==> src/rtl/slot_arb_pkg.sv <==
package slot_arb_pkg;

    // Class code that names no agent; agents take the codes around it.
    localparam int unsigned IDLE_CODE = 2;

    typedef enum logic {
        PH_SCAN = 1'b0,
        PH_HOLD = 1'b1
    } arb_phase_e;

endpackage

==> src/rtl/slot_table_mux.sv <==
module slot_table_mux #(
    parameter int unsigned CODE_W     = 4,
    parameter int unsigned REG_W      = 32,
    parameter int unsigned NUM_SLICES = 2 * REG_W / CODE_W,
    parameter int unsigned SLICE_W    = $clog2(NUM_SLICES)
) (
    input  logic [REG_W-1:0]   sched_lo,
    input  logic [REG_W-1:0]   sched_hi,
    input  logic [SLICE_W-1:0] idx,
    output logic [CODE_W-1:0]  code
);
    localparam int unsigned PER_REG = REG_W / CODE_W;

    logic [CODE_W-1:0] codes [NUM_SLICES];

    for (genvar s = 0; s < NUM_SLICES; s++) begin : g_slice
        if (s < PER_REG) begin : g_lo
            assign codes[s] = sched_lo[(s % PER_REG)*CODE_W +: CODE_W];
        end else begin : g_hi
            assign codes[s] = sched_hi[(s % PER_REG)*CODE_W +: CODE_W];
        end
    end

    assign code = codes[idx];

endmodule

==> src/rtl/slot_code_decode.sv <==
module slot_code_decode
    import slot_arb_pkg::*;
#(
    parameter int unsigned CODE_W     = 4,
    parameter int unsigned NUM_AGENTS = 7
) (
    input  logic [CODE_W-1:0]     code,
    output logic [NUM_AGENTS-1:0] agent_oh
);
    // Agents below the idle code keep their code as index; those above shift down by one.
    for (genvar a = 0; a < NUM_AGENTS; a++) begin : g_agent
        localparam int unsigned ACODE = (a < IDLE_CODE) ? a : a + 1;
        assign agent_oh[a] = (code == CODE_W'(ACODE));
    end

endmodule

==> src/rtl/slot_hold_timer.sv <==
module slot_hold_timer #(
    parameter int unsigned TMO_W = 8
) (
    input  logic             clk,
    input  logic             rst_n,
    input  logic             load,
    input  logic             tick,
    input  logic [TMO_W-1:0] preset,
    output logic             expired
);
    logic [TMO_W-1:0] count_d, count_q;

    always_comb begin
        count_d = count_q;
        if (load) begin
            count_d = preset;
        end else if (tick && count_q != '0) begin
            count_d = count_q - 1'b1;
        end
    end

    always_ff @(posedge clk or negedge rst_n) begin
        if (!rst_n) begin
            count_q <= '0;
        end else begin
            count_q <= count_d;
        end
    end

    assign expired = (count_q == '0);

endmodule

==> src/rtl/slot_arbiter.sv <==
module slot_arbiter
    import slot_arb_pkg::*;
#(
    parameter int unsigned NUM_AGENTS = 7,
    parameter int unsigned CODE_W     = 4,
    parameter int unsigned REG_W      = 32,
    parameter int unsigned TMO_W      = 8,
    localparam int unsigned NUM_SLICES = 2 * REG_W / CODE_W,
    localparam int unsigned SLICE_W    = $clog2(NUM_SLICES)
) (
    input  logic                  clk,
    input  logic                  rst_n,
    input  logic [NUM_AGENTS-1:0] req,
    input  logic [REG_W-1:0]      sched_lo,
    input  logic [REG_W-1:0]      sched_hi,
    input  logic [TMO_W-1:0]      tmo_preset,
    input  logic                  tmo_disable,
    output logic [NUM_AGENTS-1:0] gnt,
    output logic [SLICE_W-1:0]    slice_idx
);
    localparam logic [SLICE_W-1:0] LAST_SLICE = SLICE_W'(NUM_SLICES - 1);

    typedef struct packed {
        arb_phase_e            phase;
        logic [SLICE_W-1:0]    ptr;
        logic [NUM_AGENTS-1:0] gnt;
    } arb_state_t;

    arb_state_t            st_d, st_q;
    logic [CODE_W-1:0]     slot_code;
    logic [NUM_AGENTS-1:0] slot_oh;
    logic [SLICE_W-1:0]    ptr_next;
    logic                  tmr_load, tmr_tick, tmr_expired;
    logic                  tmr_on, owner_live;

    slot_table_mux #(
        .CODE_W    (CODE_W),
        .REG_W     (REG_W),
        .NUM_SLICES(NUM_SLICES),
        .SLICE_W   (SLICE_W)
    ) i_table (
        .sched_lo(sched_lo),
        .sched_hi(sched_hi),
        .idx     (st_q.ptr),
        .code    (slot_code)
    );

    slot_code_decode #(
        .CODE_W    (CODE_W),
        .NUM_AGENTS(NUM_AGENTS)
    ) i_decode (
        .code    (slot_code),
        .agent_oh(slot_oh)
    );

    slot_hold_timer #(
        .TMO_W(TMO_W)
    ) i_timer (
        .clk    (clk),
        .rst_n  (rst_n),
        .load   (tmr_load),
        .tick   (tmr_tick),
        .preset (tmo_preset),
        .expired(tmr_expired)
    );

    assign tmr_on     = ~tmo_disable;
    assign owner_live = |(st_q.gnt & req);
    assign ptr_next   = (st_q.ptr == LAST_SLICE) ? '0 : st_q.ptr + 1'b1;

    always_comb begin
        st_d     = st_q;
        tmr_load = 1'b0;
        tmr_tick = 1'b0;
        unique case (st_q.phase)
            PH_SCAN: begin
                if (|req) begin
                    if (|(slot_oh & req)) begin
                        st_d.phase = PH_HOLD;
                        st_d.gnt   = slot_oh;
                        tmr_load   = 1'b1;
                    end else begin
                        st_d.ptr = ptr_next;
                    end
                end
            end
            PH_HOLD: begin
                if (!owner_live || (tmr_on && tmr_expired)) begin
                    st_d.phase = PH_SCAN;
                    st_d.gnt   = '0;
                    st_d.ptr   = ptr_next;
                end else begin
                    tmr_tick = tmr_on;
                end
            end
            default: st_d = st_q;
        endcase
    end

    always_ff @(posedge clk or negedge rst_n) begin
        if (!rst_n) begin
            st_q <= '{phase: PH_SCAN, ptr: '0, gnt: '0};
        end else begin
            st_q <= st_d;
        end
    end

    assign gnt       = st_q.gnt;
    assign slice_idx = st_q.ptr;

endmodule

==> config.mk <==
export PLATFORM = sky130hd
export DESIGN_NAME = slot_arbiter
export DESIGN_NICKNAME = d
export VERILOG_FILES = /design/src/rtl/slot_arb_pkg.sv /design/src/rtl/slot_table_mux.sv /design/src/rtl/slot_code_decode.sv /design/src/rtl/slot_hold_timer.sv /design/src/rtl/slot_arbiter.sv
export SDC_FILE = /design/constraint.sdc
export NUM_CORES = 1
export LEC_CHECK = 0
export BUFFER_PORTS_ARGS = -buffer_cell sky130_fd_sc_hd__buf_2
export CORE_ASPECT_RATIO = 1.1
export CORE_MARGIN = 2
export CORE_UTILIZATION = 43
export CTS_CLUSTER_DIAMETER = 80
export CTS_CLUSTER_SIZE = 10
export DETAILED_ROUTE_END_ITERATION = 7
export GPL_ROUTABILITY_DRIVEN = 0
export PLACE_DENSITY = 0.89
export SLEW_MARGIN = 20
export SYNTH_ARGS = -nofsm -noshare
export SYNTH_HDL_FRONTEND = slang
export SYNTH_SLANG_ARGS = --single-unit
==> constraint.sdc <==
create_clock -name clk -period 2.7 [get_ports clk]
set_input_delay 0.135 -clock clk [delete_from_list [all_inputs] [get_ports clk]]
set_output_delay 0.135 -clock clk [all_outputs]
set_load 0.01 [all_outputs]
==> results of run 1 <==
[repair_timing]
item	4_1_cts	5_1_grt
hold endpoints to repair	20	0
gates resized for setup	6	19
setup endpoints to repair	6	17
pin swaps	0	8
hold buffers	1	0
gates cloned	0	1
setup buffers	1	3
[metal layers]
layer	up-vias	GRT usage	share of wire
li1	990	-	-
met4	0	0.0538	0.015
met1	1001	0.241	0.40
met2	87	0.390	0.52
met5	-	0	0
met3	12	0.0512	0.063
[Yosys cell counts (all sizes together), types with 3 or more instances]
library cell / instances / area [sq um]
nand2: 13 / 48.8
a21oi: 6 / 45.1
buf: 18 / 149
o22ai: 3 / 45.0
a221o: 3 / 30.0
nor4: 3 / 18.8
dfrtp: 20 / 500
inv: 6 / 22.5
o21ai: 12 / 60.1
mux2: 14 / 180
a221oi: 6 / 52.6
nor3: 7 / 35.0
nor2: 7 / 26.3
a22oi: 7 / 57.6
nor2b: 4 / 25.0
mux2i: 20 / 200
nand3: 6 / 30.0
ha: 3 / 37.5
o211ai: 3 / 27.5
mux4: 6 / 135
xnor2: 4 / 35.0
[kinds of logic (layout without fill, tap and decap cells)]
logic type | Yosys count | in the layout | synth area share
flip-flops | 20 | 20 | 0.242
multiplexers | 40 | 40 | 0.250
AND/OR/NAND/NOR | 57 | 57 | 0.155
adder cells (fa/ha/maj) | 3 | 3 | 0.0182
XOR/XNOR | 5 | 5 | 0.0212
buffers and inverters | 26 | 126 | 0.0867
AO/OA/AOI/OAI | 55 | 55 | 0.227
[power by group]
group | leakage (nW) | switching, W | total, W | internal [W]
combinational | 1.05 | 0.00140 | 0.00294 | 0.00154
sequential | 0.252 | 0.000197 | 0.000654 | 0.000458
clock | 0.0288 | 0.0000990 | 0.000229 | 0.000130
total | 1.33 | 0.00170 | 0.00383 | 0.00213
[final cells by class]
cell class,instances,area share
Timing Repair Buffer,116,0.249
Multi-Input combinational cell,160,0.520
Inverter,6,0.00799
Clock buffer,4,0.0195
Sequential cell,20,0.179
Tap cell,56,0.0249
[stage by stage]
step | area (sq um) | TNS (ps) | hold WS, ps
after floorplan | 2060 | 0 | -161
after global placement | 2590 | 0 | 109
after detailed placement | 2590 | -351 | 115
after CTS | 2710 | 0 | 66.0
after global routing | 2820 | -249 | 74.3
final | 2820 | 0 | 74.6
[worst min-delay path, stage by stage]
cell and delay (ps):
buf_2 70, nand2_1 30, o21ai_0 60
[registers in the layout (all words and copies together) (netlist names)]
signal           count
gnt                  7
i_timer.count_q      8
slice_idx            4
st_q                 1
[worst max path at each step]
stage               slack (ps)  cells past startpoint                           start                              to
finish                      70                      8  i_timer.count_q[5]$_DFFE_PN0P_  i_timer.count_q[7]$_DFFE_PN0P_
global route               -30                     10        slice_idx[1]$_DFFE_PN0P_              gnt[0]$_DFFE_PN0P_
CTS                         30                     10        slice_idx[1]$_DFFE_PN0P_              gnt[0]$_DFFE_PN0P_
detailed placement         -60                      8        slice_idx[0]$_DFFE_PN0P_              gnt[0]$_DFFE_PN0P_
global placement            60                      8        slice_idx[0]$_DFFE_PN0P_              gnt[5]$_DFFE_PN0P_
floorplan                   80                      9        slice_idx[0]$_DFFE_PN0P_              gnt[0]$_DFFE_PN0P_
[placed cells by master (no fill, tap or decap), types with 3 or more instances in the layout]
master / n
nor2b_1: 3
inv_1: 6
a21oi_1: 4
mux2_2: 7
buf_4: 17
dfrtp_1: 17
a221o_1: 3
clkbuf_8: 4
nor2_1: 7
xnor2_1: 4
buf_2: 92
o22ai_4: 3
mux2_4: 6
a221oi_2: 5
dfrtp_2: 3
a22oi_2: 5
nand3_1: 5
ha_1: 3
nor3_1: 7
nand2_1: 13
nor4_1: 3
o21ai_0: 8
mux4_2: 6
o21ai_1: 4
mux2i_1: 19
==> impl_metrics.ini, run 1 <==
[synthesis]
synth.distinct_cells = 60
yosys_warnings = 0
synth-seq-cells = 20
ys_seq_area_frac = 0.242
avgSynthCellArea_sq_um = 10.0
ys.flop_type = dfrtp_1
async_reset_ff_frac = 1.00
synth_nets = 291
synth_edf_count = 0
syn_area_sq_mm = 0.00206
syn-instance-count = 206

[hold_path]
holdCritPathClass = in2reg
hold_end = i_timer.count_q[4]$_DFFE_PN0P_
hold_depth = 3
worstHoldStart = tmo_preset[4]

[die]
core_sq_mm = 0.00462
die_w_um = 70.1
initial_core_util = 0.447
ios = 93
die_h_um = 76.7
rows = 26
die_area_sq_mm = 0.00537

[worst_setup_path]
critical_path_class = reg2reg
path_cells = or4_1, or4b_4, o211ai_1, inv_1, nand3b_2, nor4_1, xor2_1, mux2_2
crit_family = simple AND/OR/NAND/NOR gates
slowest_delay_ps = 560
crit_buf_inv = 1
cp.required_ps = 2850
rr_endpoint = i_timer.count_q[7]$_DFFE_PN0P_
cp_max_fo = 4
worstSetupStartpointType = flip-flop
cp_slowest_cell = or4_1
r2r_start = i_timer.count_q[5]$_DFFE_PN0P_
cp.arrival_ps = 2770
r2r_cells = 8
worst_setup_path_end_kind = flip-flop
r2r_setup_slack_ps = 70

[sta]
worst_slew_pin_slew_ps = 460
hold_viol_final = 0
finalCritPeriodShare = 0.973
rsz0062_at_grt = yes
setup_ws_ps = 73.5
timing.slew.headroom = 0.693
fin_crit_ps = 2630
finClkSkew_ps = 6.21
drv_slew = 0
fmax_ghz = 0.381
setup_viol = 0

[pwr]
power_leakage_nw = 1.33
power.total_w = 0.00383
p_per_area_mw_per_mm2 = 1360
ir_drop_mv = 0.452

[cells_and_area]
n_fill_cell = 378
final_cells = 362
areaGrowthSynthToFinish_pct = 36.5
drive_above_1_share = 0.542
n_antenna_cell = 0
finish.utilization = 0.610
seq_area_sq_um = 504
multi_input_area_sq_mm = 0.00147
final_net_count = 392

[clock_tree]
clk_latency_ps = 260
clock_sinks = 20
cts_buffers = 3
clockRootBuffer = clkbuf_8
clock_path_buffers = 2
cts_tree = yes
clkTransAtPathRegs_ps = 70
htreeDepth = 1

[detailed_routing]
dr.pass1.iters = 4
drc = 0
vias = 2090
via_per_inst = 5.77
finalWirelength_mm = 5.71
postRouteAntennaNets = 0
post_drt_wl_per_cell_um = 15.8
drt_iter0_markers = 135

[global_route]
grt_pass1_wl_mm = 9.40
track_usage = 0.211
antenna_found_initial = 0
grt_pass1_vias = 2203
overflow = 0
grt_max_degree = 21

[place]
dp.cells = 353
pre_cts_slack_ps = -61.9
place.detailed.hpwl_mm = 4.51
io_buffers = 92

[status]
outcome = finished clean

[run]
drv_cap = 0
(Power assumes the default switching activity.)
==> run 2, diff against run 1 <==
--- a/config.mk
+++ b/config.mk
@@ -7,13 +7,12 @@
 export LEC_CHECK = 0
 export BUFFER_PORTS_ARGS = -buffer_cell sky130_fd_sc_hd__buf_2
 export CORE_ASPECT_RATIO = 1.1
-export CORE_MARGIN = 2
-export CORE_UTILIZATION = 43
+export CORE_UTILIZATION = 48
 export CTS_CLUSTER_DIAMETER = 80
 export CTS_CLUSTER_SIZE = 10
 export DETAILED_ROUTE_END_ITERATION = 7
 export GPL_ROUTABILITY_DRIVEN = 0
-export PLACE_DENSITY = 0.89
+export PLACE_DENSITY = 0.93
 export SLEW_MARGIN = 20
 export SYNTH_ARGS = -nofsm -noshare
 export SYNTH_HDL_FRONTEND = slang
==> constraint.sdc (replaced) <==
create_clock -name clk -period 2.72 [get_ports clk]
set_input_delay 0.136 -clock clk [delete_from_list [all_inputs] [get_ports clk]]
set_output_delay 0.136 -clock clk [all_outputs]
set_load 0.01 [all_outputs]
==> impl_metrics.ini, run 2 (synthesis gave the netlist of run 1 again) <==
[detailed_routing]
drt_iter0_markers = 107
finalWirelength_mm = 5.62
drc = 0
postRouteAntennaNets = 0
vias = 2091
post_drt_wl_per_cell_um = 16.0
via_per_inst = 5.94
dr.pass1.iters = 4

[run]
drv_cap = 0

[sta]
drv_slew = 0
hold_viol_final = 0
setup_ws_ps = 15.0
timing.slew.headroom = 0.676
rsz0062_at_grt = yes
worst_slew_pin_slew_ps = 486
setup_viol = 0
fmax_ghz = 0.370
finClkSkew_ps = 3.45
fin_crit_ps = 2700
finalCritPeriodShare = 0.994
whs_ps = 65.9

[die]
die_h_um = 70.8
die_area_sq_mm = 0.00457
ios = 93
rows = 24
initial_core_util = 0.509
die_w_um = 64.5
core_sq_mm = 0.00405

[place]
io_buffers = 92
place.detailed.hpwl_mm = 4.44
pre_cts_slack_ps = -38.3

[clock_tree]
clockRootBuffer = clkbuf_8
clkTransAtPathRegs_ps = 80
cts_buffers = 3
clock_sinks = 20
cts_tree = yes
htreeDepth = 1
clock_path_buffers = 2
clk_latency_ps = 270

[global_route]
grt_max_degree = 21
grt_pass1_vias = 2030
overflow = 0
track_usage = 0.253
grt_pass1_wl_mm = 9.04
antenna_found_initial = 0

[cells_and_area]
final_net_count = 386
largest_reg_flops = 8
final_cell_mix = 92 x buf_2, 20 x mux2i_1, 18 x dfrtp_1
n_antenna_cell = 0
areaGrowthSynthToFinish_pct = 30.9
drive_above_1_share = 0.500
finish.utilization = 0.667
final_common_cell = buf_2
regMostFlops = i_timer.count_q

[status]
outcome = finished clean

[worst_setup_path]
critical_path_class = reg2reg
cp_max_fo = 14
cp.required_ps = 2880
worst_setup_path_end_kind = flip-flop
r2r_cells = 9
worstSetupStartpointType = flip-flop
cp.arrival_ps = 2870

[pwr]
p_per_area_mw_per_mm2 = 1360
power_leakage_nw = 1.29
ir_drop_mv = 0.646
power.total_w = 0.00368

[hold_path]
hold_depth = 3
holdCritPathClass = in2reg
==> run 2: changes by cell type in the layout (fill, tap and decap cells not counted), moves of 2 or more <==
cell     before  now
a22oi_2       5    1
a22oi_1       2    6
buf_6         2    0
buf_4        17   15
==> run 2: per-layer routing <==
layer / GRT usage / share of wire / wire length [um] / up-vias
met5: 0 / 0 / 0 / -
met2: 0.458 / 0.52 / 2930 / 83
met1: 0.299 / 0.40 / 2270 / 1009
met3: 0.0371 / 0.051 / 287 / 17
met4: 0.0914 / 0.024 / 136 / 0
li1: - / - / - / 982
==> run 2: worst paths after layout <==
path	from	end	slack (ps)
hold / removal	tmo_preset[4]	i_timer.count_q[4]$_DFFE_PN0P_	70
setup / recovery	slice_idx[0]$_DFFE_PN0P_	gnt[5]$_DFFE_PN0P_	20
setup reg to reg	slice_idx[0]$_DFFE_PN0P_	gnt[5]$_DFFE_PN0P_	20
min in group asynchronous	rst_n	i_timer.count_q[1]$_DFFE_PN0P_	350
max in group asynchronous	rst_n	slice_idx[0]$_DFFE_PN0P_	2010
hold reg to reg	gnt[0]$_DFFE_PN0P_	gnt[0]$_DFFE_PN0P_	540
==> run 2: layout make-up <==
class	count	area, sq um
clock inverter	1	30.0
fill	322	1350
timing repair buffer	110	623
clock buffer	3	41.3
sequential	20	503
tap	52	65.1
multi-input combinational	160	1420
inverter	6	22.5
==> run 2: report_power, final <==
group	switching [W]	internal, W	total, W	leakage [nW]
Combinational	0.00137	0.00139	0.00276	1.00
Sequential	0.000158	0.000453	0.000611	0.253
Clock	0.000112	0.000197	0.000309	0.0357
Total	0.00164	0.00204	0.00368	1.29
==> run 2: critical path, stage by stage (launching register included) <==
cell and delay (ps):
dfrtp_2 450, buf_12 170, mux4_2 490, a22o_1 280, nand4bb_1 240, a21oi_2 240
o2bb2ai_4 210, a21oi_4 60, buf_12 160, mux2_4 290
==> run 2: repair_timing <==
item,in CTS,in global routing
cloned,0,0
buffers inserted,1,0
hold buffers,1,0
gates resized for setup,3,8
endpoints found under the setup margin,9,19
pin swaps,0,1
hold endpoints to repair,20,0
==> run 2: through the flow <==
step / setup TNS, ps / instance area (sq um) / instances
finish: 0 / 2700 / 352
global route: -426 / 2700 / 352
CTS: 0 / 2670 / 352
detailed placement: -251 / 2550 / 346
global placement: 0 / 2550 / 346
floorplan: 0 / 2060 / 206
==> run 3, diff against run 2 <==
--- a/config.mk
+++ b/config.mk
@@ -7,6 +7,7 @@
 export LEC_CHECK = 0
 export BUFFER_PORTS_ARGS = -buffer_cell sky130_fd_sc_hd__buf_2
 export CORE_ASPECT_RATIO = 1.1
+export CORE_MARGIN = 1.5
 export CORE_UTILIZATION = 48
 export CTS_CLUSTER_DIAMETER = 80
 export CTS_CLUSTER_SIZE = 10
==> impl_metrics.ini, run 3 (synthesis gave the netlist of run 1 again) <==
[worst_setup_path]
r2r_setup_slack_ps = 30
path_cells = buf_4, mux2_2, o22ai_4, o22ai_4, buf_6, nand2_1, mux2_4, o2bb2ai_4, a21oi_4, mux2_4
cp_max_fo = 8
crit_buf_inv = 2
slowest_delay_ps = 470
rr_endpoint = gnt[3]$_DFFE_PN0P_
critical_path_class = reg2reg
cp_slowest_cell = dfrtp_2
r2r_start = slice_idx[1]$_DFFE_PN0P_
r2r_cells = 10
worst_setup_path_end_kind = flip-flop
worstSetupStartpointType = flip-flop
cp.required_ps = 2880
cp.arrival_ps = 2850
crit_family = multiplexers

[cells_and_area]
final_common_cell = buf_2
final_cell_mix = 92 x buf_2, 19 x mux2i_1, 17 x dfrtp_1, 17 x buf_4, 13 x nand2_1
largest_reg_flops = 8
multi_input_area_sq_mm = 0.00151
n_antenna_cell = 0
fin_area_sq_mm = 0.00281
areaGrowthSynthToFinish_pct = 36.2
final_net_count = 390
seq_area_sq_um = 504
finish.utilization = 0.694
regMostFlops = i_timer.count_q
n_fill_cell = 304
drive_above_1_share = 0.543

[clock_tree]
clock_sinks = 20
clkTransAtPathRegs_ps = 80
htreeDepth = 1
cts_tree = yes
clk_latency_ps = 270
clock_path_buffers = 2
clockRootBuffer = clkbuf_8
cts_buffers = 3

[sta]
fin_crit_ps = 2690
finalCritPeriodShare = 0.989
rsz0062_at_grt = yes
fin_tns_setup_ps = 0
drv_slew = 0
setup_ws_ps = 28.6
finClkSkew_ps = 9.32
hold_viol_final = 0
fmax_ghz = 0.372
timing.slew.headroom = 0.676
setup_viol = 0
worst_slew_pin_slew_ps = 486
whs_ps = 74.0

[hold_path]
holdCritPathClass = in2reg
hold_depth = 3
worstHoldStart = tmo_preset[4]
hold_end = i_timer.count_q[4]$_DFFE_PN0P_

[global_route]
overflow = 0
grt_max_degree = 21
grt_pass1_vias = 2228
track_usage = 0.256
grt_pass1_wl_mm = 9.58
antenna_found_initial = 0

[detailed_routing]
drt_iter0_markers = 206
postRouteAntennaNets = 0
via_per_inst = 6.26
dr.pass1.iters = 4
drc = 0
vias = 2227
finalWirelength_mm = 6.51
post_drt_wl_per_cell_um = 18.3

[die]
rows = 24
core_sq_mm = 0.00405
die_h_um = 71.8
die_area_sq_mm = 0.00470
ios = 93
die_w_um = 65.5
initial_core_util = 0.509

[place]
io_buffers = 92
pre_cts_slack_ps = -93.1
place.detailed.hpwl_mm = 4.60
placed_area_sq_mm = 0.00258

[run]
drv_cap = 0

[pwr]
ir_drop_mv = 0.778
p_per_area_mw_per_mm2 = 1380
power_leakage_nw = 1.34

[status]
outcome = finished clean
## run 3: worst max-delay path by stage
stage | to | cells after the start | slack, ps | from
after floorplan | gnt[0]$_DFFE_PN0P_ | 9 | 100 | slice_idx[0]$_DFFE_PN0P_
after global placement | gnt[5]$_DFFE_PN0P_ | 9 | 70 | slice_idx[1]$_DFFE_PN0P_
after detailed placement | gnt[5]$_DFFE_PN0P_ | 8 | -90 | slice_idx[0]$_DFFE_PN0P_
after CTS | gnt[5]$_DFFE_PN0P_ | 10 | 0.1 | slice_idx[0]$_DFFE_PN0P_
after global routing | gnt[2]$_DFFE_PN0P_ | 9 | -90 | slice_idx[0]$_DFFE_PN0P_
final | gnt[3]$_DFFE_PN0P_ | 10 | 30 | slice_idx[1]$_DFFE_PN0P_
## run 3: report_power, final
| group | leakage [nW] | internal [W] | switching (W) |
|---|---|---|---|
| Clock | 0.0288 | 0.000129 | 0.000105 |
| Combinational | 1.06 | 0.00149 | 0.00152 |
| Sequential | 0.252 | 0.000454 | 0.000184 |
## run 3: repair_timing
action,CTS,global route
buffers inserted,0,3
hold buffers,1,0
gates resized for setup,5,22
endpoints found under the hold margin,20,0
endpoints found under the setup margin,8,19
pin swaps,0,5
## run 3: worst register-to-register path, stage by stage, from the launching register on
cell       delay (ps)
dfrtp_2           470
buf_4             190
mux2_2            250
o22ai_4            80
o22ai_4           300
buf_6             180
nand2_1            70
mux2_4            310
o2bb2ai_4         290
a21oi_4           120
mux2_4            320
## run 3: metrics by stage
step | total power (W) | instances
after detailed placement | 0.00320 | 348
final | 0.00388 | 356
after global routing | 0.00411 | 356
after floorplan | 0.00259 | 206
after global placement | 0.00309 | 348
after CTS | 0.00350 | 353
## run 3: area by class of cell
| class | count | share of cell area |
|---|---|---|
| multi-input combinational | 160 | 0.538 |
| timing repair buffer | 114 | 0.232 |
| sequential | 20 | 0.179 |
| tap | 52 | 0.0231 |
| clock buffer | 4 | 0.0196 |
| inverter | 6 | 0.00801 |
## run 3: layer usage
layer  track usage  vias to the layer above  part of all wire
met5             0                        -                 0
li1              -                      989                 -
met3        0.0330                       27             0.049
met4        0.0903                        0             0.031
met1         0.287                     1087              0.38
met2         0.490                      124              0.54
